<file path="src/rtl/zva_pkg.sv">
package zva_pkg;
  localparam int unsigned MANT_W  = 16;  // Q1.15 mantissa, 32768 = unity
  localparam int unsigned FRAC_W  = 15;
  localparam int unsigned SHIFT_W = 5;
  localparam int unsigned STEPS   = 12;  // 0.5 dB steps per ~6 dB octave
endpackage

</file>
<file path="src/rtl/zva_gain_lut.sv">
module zva_gain_lut
  import zva_pkg::*;
#(
  parameter int unsigned CODE_W = 8
) (
  input  logic [CODE_W-1:0]  code_i,
  output logic [MANT_W-1:0]  mant_o,
  output logic [SHIFT_W-1:0] shift_o,
  output logic               mute_o
);
  localparam logic [CODE_W-1:0] CODE_MAX = '1;

  logic [CODE_W-1:0] atten;
  logic [CODE_W-1:0] idx;

  always_comb begin
    atten   = CODE_MAX - code_i;
    idx     = atten % CODE_W'(STEPS);
    shift_o = SHIFT_W'(atten / CODE_W'(STEPS));
    mute_o  = (code_i == '0);
    case (idx)
      8'd0:    mant_o = 16'd32768;
      8'd1:    mant_o = 16'd30935;
      8'd2:    mant_o = 16'd29205;
      8'd3:    mant_o = 16'd27571;
      8'd4:    mant_o = 16'd26029;
      8'd5:    mant_o = 16'd24573;
      8'd6:    mant_o = 16'd23198;
      8'd7:    mant_o = 16'd21900;
      8'd8:    mant_o = 16'd20675;
      8'd9:    mant_o = 16'd19519;
      8'd10:   mant_o = 16'd18427;
      default: mant_o = 16'd17396;
    endcase
  end
endmodule

</file>
<file path="src/rtl/zva_ch_ctrl.sv">
module zva_ch_ctrl #(
  parameter int unsigned CODE_W  = 8,
  parameter int unsigned TIMEOUT = 1024,
  parameter int unsigned CNT_W   = $clog2(TIMEOUT + 1)
) (
  input  logic              clk_i,
  input  logic              rst_ni,
  input  logic              zc_en_i,
  input  logic              wr_i,
  input  logic [CODE_W-1:0] wr_code_i,
  input  logic              smp_v_i,
  input  logic              smp_neg_i,
  input  logic              smp_zero_i,
  output logic [CODE_W-1:0] eff_code_o,
  output logic              pend_o,
  output logic [CNT_W-1:0]  cnt_o
);
  localparam logic [CNT_W-1:0] CNT_LAST = CNT_W'(TIMEOUT - 1);

  logic [CODE_W-1:0] act_q, pcode_q;
  logic              pend_q, neg_q;
  logic [CNT_W-1:0]  cnt_q;
  logic              zc, hit, commit;

  always_comb begin
    zc         = smp_zero_i || (smp_neg_i != neg_q);
    hit        = pend_q && (zc || cnt_q == CNT_LAST);
    commit     = hit && smp_v_i;
    eff_code_o = hit ? pcode_q : act_q;
  end

  always_ff @(posedge clk_i or negedge rst_ni) begin
    if (!rst_ni) begin
      act_q   <= '1;
      pcode_q <= '1;
      pend_q  <= 1'b0;
      neg_q   <= 1'b0;
      cnt_q   <= '0;
    end else begin
      if (smp_v_i) neg_q <= smp_neg_i;
      if (wr_i) begin  // a write overrides a same-cycle commit
        cnt_q <= '0;
        if (zc_en_i) begin
          pcode_q <= wr_code_i;
          pend_q  <= 1'b1;
        end else begin
          act_q  <= wr_code_i;
          pend_q <= 1'b0;
        end
      end else if (commit) begin
        act_q  <= pcode_q;
        pend_q <= 1'b0;
        cnt_q  <= '0;
      end else if (pend_q && smp_v_i) begin
        cnt_q <= cnt_q + 1'b1;
      end
    end
  end

  assign pend_o = pend_q;
  assign cnt_o  = cnt_q;
endmodule

</file>
<file path="src/rtl/zva_scale.sv">
module zva_scale
  import zva_pkg::*;
#(
  parameter int unsigned DATA_W = 24,
  parameter int unsigned CH_W   = 3
) (
  input  logic                     clk_i,
  input  logic                     rst_ni,
  input  logic                     v_i,
  input  logic [CH_W-1:0]          ch_i,
  input  logic signed [DATA_W-1:0] smp_i,
  input  logic [MANT_W-1:0]        mant_i,
  input  logic [SHIFT_W-1:0]       shift_i,
  input  logic                     mute_i,
  input  logic                     inv_i,
  output logic                     v_o,
  output logic [CH_W-1:0]          ch_o,
  output logic signed [DATA_W-1:0] data_o
);
  localparam int unsigned PW  = DATA_W + MANT_W + 2;
  localparam int unsigned TSW = SHIFT_W + 1;
  localparam logic signed [PW-1:0] MAXV =
    signed'({{(PW-DATA_W+1){1'b0}}, {(DATA_W-1){1'b1}}});
  localparam logic signed [PW-1:0] MINV = ~MAXV;

  logic signed [PW-1:0] prod, half, scaled, signd, sat;
  logic [TSW-1:0]       tot;

  always_comb begin
    tot    = TSW'(shift_i) + TSW'(FRAC_W);
    prod   = PW'(smp_i) * PW'($signed({1'b0, mant_i}));
    half   = PW'(1) <<< (tot - 1'b1);
    scaled = (prod + half) >>> tot;
    signd  = inv_i ? -scaled : scaled;
    if (signd > MAXV)      sat = MAXV;
    else if (signd < MINV) sat = MINV;
    else                   sat = signd;
  end

  always_ff @(posedge clk_i or negedge rst_ni) begin
    if (!rst_ni) begin
      v_o    <= 1'b0;
      ch_o   <= '0;
      data_o <= '0;
    end else begin
      v_o    <= v_i;
      ch_o   <= v_i ? ch_i : '0;
      data_o <= (v_i && !mute_i) ? sat[DATA_W-1:0] : '0;
    end
  end
endmodule

</file>
<file path="src/rtl/zc_vol_atten.sv">
module zc_vol_atten
  import zva_pkg::*;
#(
  parameter int unsigned DATA_W  = 24,
  parameter int unsigned N_CH    = 8,
  parameter int unsigned CODE_W  = 8,
  parameter int unsigned TIMEOUT = 1024,
  localparam int unsigned CH_W   = $clog2(N_CH),
  localparam int unsigned CNT_W  = $clog2(TIMEOUT + 1)
) (
  input  logic                     clk_i,
  input  logic                     rst_ni,
  input  logic                     zc_en_i,
  input  logic [N_CH-1:0]          phase_i,
  input  logic                     wr_en_i,
  input  logic [CH_W-1:0]          wr_ch_i,
  input  logic [CODE_W-1:0]        wr_code_i,
  input  logic                     sample_valid_i,
  input  logic [CH_W-1:0]          sample_ch_i,
  input  logic signed [DATA_W-1:0] sample_i,
  output logic                     out_valid_o,
  output logic [CH_W-1:0]          out_ch_o,
  output logic signed [DATA_W-1:0] out_o
);
  logic [CODE_W-1:0]     eff_a [N_CH];
  logic [N_CH-1:0]       pend_w;
  logic [N_CH*CNT_W-1:0] cnt_w;

  logic smp_neg, smp_zero;
  assign smp_neg  = sample_i[DATA_W-1];
  assign smp_zero = (sample_i == '0);

  for (genvar c = 0; c < N_CH; c++) begin : g_ch
    zva_ch_ctrl #(.CODE_W(CODE_W), .TIMEOUT(TIMEOUT), .CNT_W(CNT_W)) u_ctrl (
      .clk_i      (clk_i),
      .rst_ni     (rst_ni),
      .zc_en_i    (zc_en_i),
      .wr_i       (wr_en_i && wr_ch_i == CH_W'(c)),
      .wr_code_i  (wr_code_i),
      .smp_v_i    (sample_valid_i && sample_ch_i == CH_W'(c)),
      .smp_neg_i  (smp_neg),
      .smp_zero_i (smp_zero),
      .eff_code_o (eff_a[c]),
      .pend_o     (pend_w[c]),
      .cnt_o      (cnt_w[c*CNT_W +: CNT_W])
    );
  end

  logic [MANT_W-1:0]  lut_mant;
  logic [SHIFT_W-1:0] lut_shift;
  logic               lut_mute;

  zva_gain_lut #(.CODE_W(CODE_W)) u_lut (
    .code_i  (eff_a[sample_ch_i]),
    .mant_o  (lut_mant),
    .shift_o (lut_shift),
    .mute_o  (lut_mute)
  );

  // stage 1: capture sample and decoded gain
  logic                     s1_v, s1_mute, s1_inv;
  logic [CH_W-1:0]          s1_ch;
  logic signed [DATA_W-1:0] s1_smp;
  logic [MANT_W-1:0]        s1_mant;
  logic [SHIFT_W-1:0]       s1_shift;

  always_ff @(posedge clk_i or negedge rst_ni) begin
    if (!rst_ni) begin
      s1_v     <= 1'b0;
      s1_mute  <= 1'b0;
      s1_inv   <= 1'b0;
      s1_ch    <= '0;
      s1_smp   <= '0;
      s1_mant  <= '0;
      s1_shift <= '0;
    end else begin
      s1_v <= sample_valid_i;
      if (sample_valid_i) begin
        s1_ch    <= sample_ch_i;
        s1_smp   <= sample_i;
        s1_mant  <= lut_mant;
        s1_shift <= lut_shift;
        s1_mute  <= lut_mute;
        s1_inv   <= phase_i[sample_ch_i];
      end
    end
  end

  zva_scale #(.DATA_W(DATA_W), .CH_W(CH_W)) u_scale (
    .clk_i   (clk_i),
    .rst_ni  (rst_ni),
    .v_i     (s1_v),
    .ch_i    (s1_ch),
    .smp_i   (s1_smp),
    .mant_i  (s1_mant),
    .shift_i (s1_shift),
    .mute_i  (s1_mute),
    .inv_i   (s1_inv),
    .v_o     (out_valid_o),
    .ch_o    (out_ch_o),
    .data_o  (out_o)
  );
endmodule

</file>
<file path="config.mk">
export PLATFORM = sky130hd
export DESIGN_NAME = zc_vol_atten
export DESIGN_NICKNAME = d
export VERILOG_FILES = /design/src/rtl/zva_pkg.sv /design/src/rtl/zva_gain_lut.sv /design/src/rtl/zva_ch_ctrl.sv /design/src/rtl/zva_scale.sv /design/src/rtl/zc_vol_atten.sv
export SDC_FILE = /design/constraint.sdc
export NUM_CORES = 2
export LEC_CHECK = 0
export BUFFER_PORTS_ARGS = -buffer_cell sky130_fd_sc_hd__buf_2
export CORE_UTILIZATION = 48
export DETAILED_ROUTE_END_ITERATION = 12
export GPL_TIMING_DRIVEN = 0
export PLACE_DENSITY = 0.63
export RECOVER_POWER = 100
export SYNTH_ARGS = -nofsm -noshare
export SYNTH_HDL_FRONTEND = slang
export SYNTH_HIERARCHICAL = 1
export SYNTH_SLANG_ARGS = --single-unit
</file>
<file path="constraint.sdc">
create_clock -name clk_i -period 26 [get_ports clk_i]
set_clock_uncertainty 0.1 [all_clocks]
set_input_delay 3.9 -clock clk_i [delete_from_list [all_inputs] [get_ports clk_i]]
set_output_delay 3.9 -clock clk_i [all_outputs]
set_load 0.03 [all_outputs]
</file>
==> run summary <==
Outcome = finished with violations
Violated checks = max-capacitance violations, max-slew violations
#FFs+latches synth = 311
CP arrival = 18690 ps
Die X = 292 um
CTS root buffer = clkbuf_16
Hold WC Path Type = reg2reg
Hold-fix buffer count after cts = 0
WL per Instance = 23.4 um
CTS Sinks = 311
Filler cell count = 7871
Synth area leader = fa_1
Worst rel slew slack = -234%
Routed Antenna Nets = 0
Syn avg cell area = 9.13 sq um
Critical path's most frequent cell = clkbuf_1
Postcts setup bufs = 0
Startpoint Class = flop
Fin crit share = 70.8%
Top cells by area, synth = fa_1 21%, dfrtp_1 11%, dfstp_2 8.3%
Register area share after synthesis = 19.6%
DRC viols = 0
R2r setup slk = 7600 ps
Vias in the first global route = 35300
Worst-path maximum fanout = 12
Netlist Area Pre-Place = 40500 sq um
Die span in y = 292 um
Post-layout min period = 18400 ps
Post-synth top area share = 21.5%
Most frequent cell after synthesis = inv_1
First-pass GRT wire length = 207 mm
Worst hold path cell count = 1
CTS resizes = 0
RSZ-0062 raised after global routing = no
Worst r2r src = s1_shift[0]
R2r worst-path depth = 45
Unique masters post-synth = 125
HP Start = s1_ch[1]
Largest net degree at the start of global routing = 98
H-tree lvl count = 2
GRT overflow = 0
Mapped Cells = 4429
Vias = 34900
Core Box Area = 83600 sq um
DRT Wirelength = 133 mm
Ys Warns = 6
Vias per Instance = 6.16
Final Hold Vio Count = 0
Worst setup EP type = flop
Most used DFF post-synth = dfrtp_1
Worst EP required = 26290 ps
DR iter-0 viols = 3689
Clock Latency Late Sink = 570 ps
Total die area = 85500 sq um
Least-Margin Pin Slew = 5010 ps
Initial antenna violation count = 2
Total track usage = 31.2%
Final setup viols = 0
Slowest stage cell, crit path = xnor2_1
Crit path kind = reg2reg
Worst Setup SP = s1_shift[0]
Synth top cells by count = 558 x inv_1, 502 x nand2_1, 434 x fa_1, 267 x mux2_2, 202 x nor2_1
CTS tree = done
Initial core utilization = 48.4%
Post-layout nets = 5159
EDFF count, synth = 0
Synth-to-Final Area Change = 6.86%
Num ports = 79
Synth async-reset ratio = 100%
GP Congestion = 1.07
Worst-path clk slew = 60 ps
Total Neg Setup Slack = 0 ps
Final Util = 51.7%
Clock Path Buffers = 3
Fmax = 54.4 MHz
Number of cell rows = 106
Layout cells sized above 1 = 17.0%
Post-DP HPWL = 105 mm
Max Slew Vio Count = 343
Maxcap violations = 6
Cts bufs inserted = 36
Port Buf Inserts = 77
Mapped Nets = 5041
DRT Pass-1 Iters = 9
Max incr delay on CP = 1130 ps
sequential cells by signal, summed over array words and instances (netlist names), 3 cells and up:
signal	count
g_ch.u_ctrl/pcode_q	64
g_ch.u_ctrl/act_q	64
u_scale/ch_o	3
s1_ch	3
s1_smp	24
s1_shift	5
s1_mant	16
g_ch.u_ctrl/pend_o	8
g_ch.u_ctrl/cnt_o	88
u_scale/data_o	24
g_ch.u_ctrl/neg_q	8
layout make-up:
cell class                      instances  area [sq um]  share of cell area (%)
Multi-Input combinational cell       3335         29200                    67.5
Sequential cell                       311          7940                    18.4
Inverter                              559          2100                    4.85
Tap cell                             1080          1350                    3.13
Clock buffer                           53          1100                    2.54
Buffer                                224          1080                    2.51
Timing Repair Buffer                   80           359                   0.831
Clock inverter                         12           105                   0.243
Antenna cell                            2          5.00                  0.0116
through the flow:
step / hold slack, ps / setup WS, ps / cell area, sq um / std cells
CTS: 392 / 9190 / 43500 / 5654
detailed placement: 378 / 9260 / 42300 / 5589
global placement: 370 / 9280 / 42200 / 5586
floorplan: 292 / 14320 / 40500 / 4429
global route: 407 / 6710 / 43200 / 5654
finish: 389 / 7600 / 43200 / 5656
placed cells by master (no fill, tap or decap), types with 63 or more instances in the layout:
master and instances:
a21oi_1 168, nor2_1 203, mux2_2 262, nor4_1 65
mux2_4 63, dfstp_2 128, nand3_1 143, ha_1 127
dfrtp_1 183, nor3_1 85, clkbuf_1 193, and2_1 167
nand2_1 502, fa_1 434, o21ai_0 164, buf_2 77
inv_1 558
path summary, 6_finish.rpt:
kind	to
worst max-delay path	u_scale/data_o[14]
max in group asynchronous	s1_smp[7]
worst min register to register	u_scale/ch_o[1]
worst min-delay path	u_scale/ch_o[1]
min in group asynchronous	u_scale/data_o[5]
worst max register to register	u_scale/data_o[14]
cells by family after synthesis:
logic type | count (synthesis) | share of synthesized area, %
AO/OA/AOI/OAI | 874 | 15.4
multiplexers | 380 | 11.7
flip-flops | 311 | 19.6
adder cells (fa/ha/maj) | 561 | 25.4
AND/OR/NAND/NOR | 1426 | 17.9
XOR/XNOR | 94 | 2.07
buffers and inverters | 783 | 7.91
worst max-delay path, delay by kind of cell (launching register included):
kind | cells | cell delay (ps)
AOI/OAI and AO/OA | 10 | 4110
xor gates and xnor gates | 2 | 1270
adders and majority gates | 8 | 3360
buffers and inverters | 14 | 5290
DFF | 1 | 590
and+or+nand+nor | 11 | 3470
metal layers:
layer | global-route usage (%) | vias up | wire, um
met1 | 41.3 | 17500 | 54300
met4 | 10.5 | 5 | 4900
li1 | - | 15500 | -
met2 | 52.1 | 1512 | 62500
met5 | 0 | - | 80
met3 | 4.67 | 330 | 10700
Power is left out: the tool's default activity adds up to more than one toggle a clock period on the data nets, which glitch-free logic cannot reach.
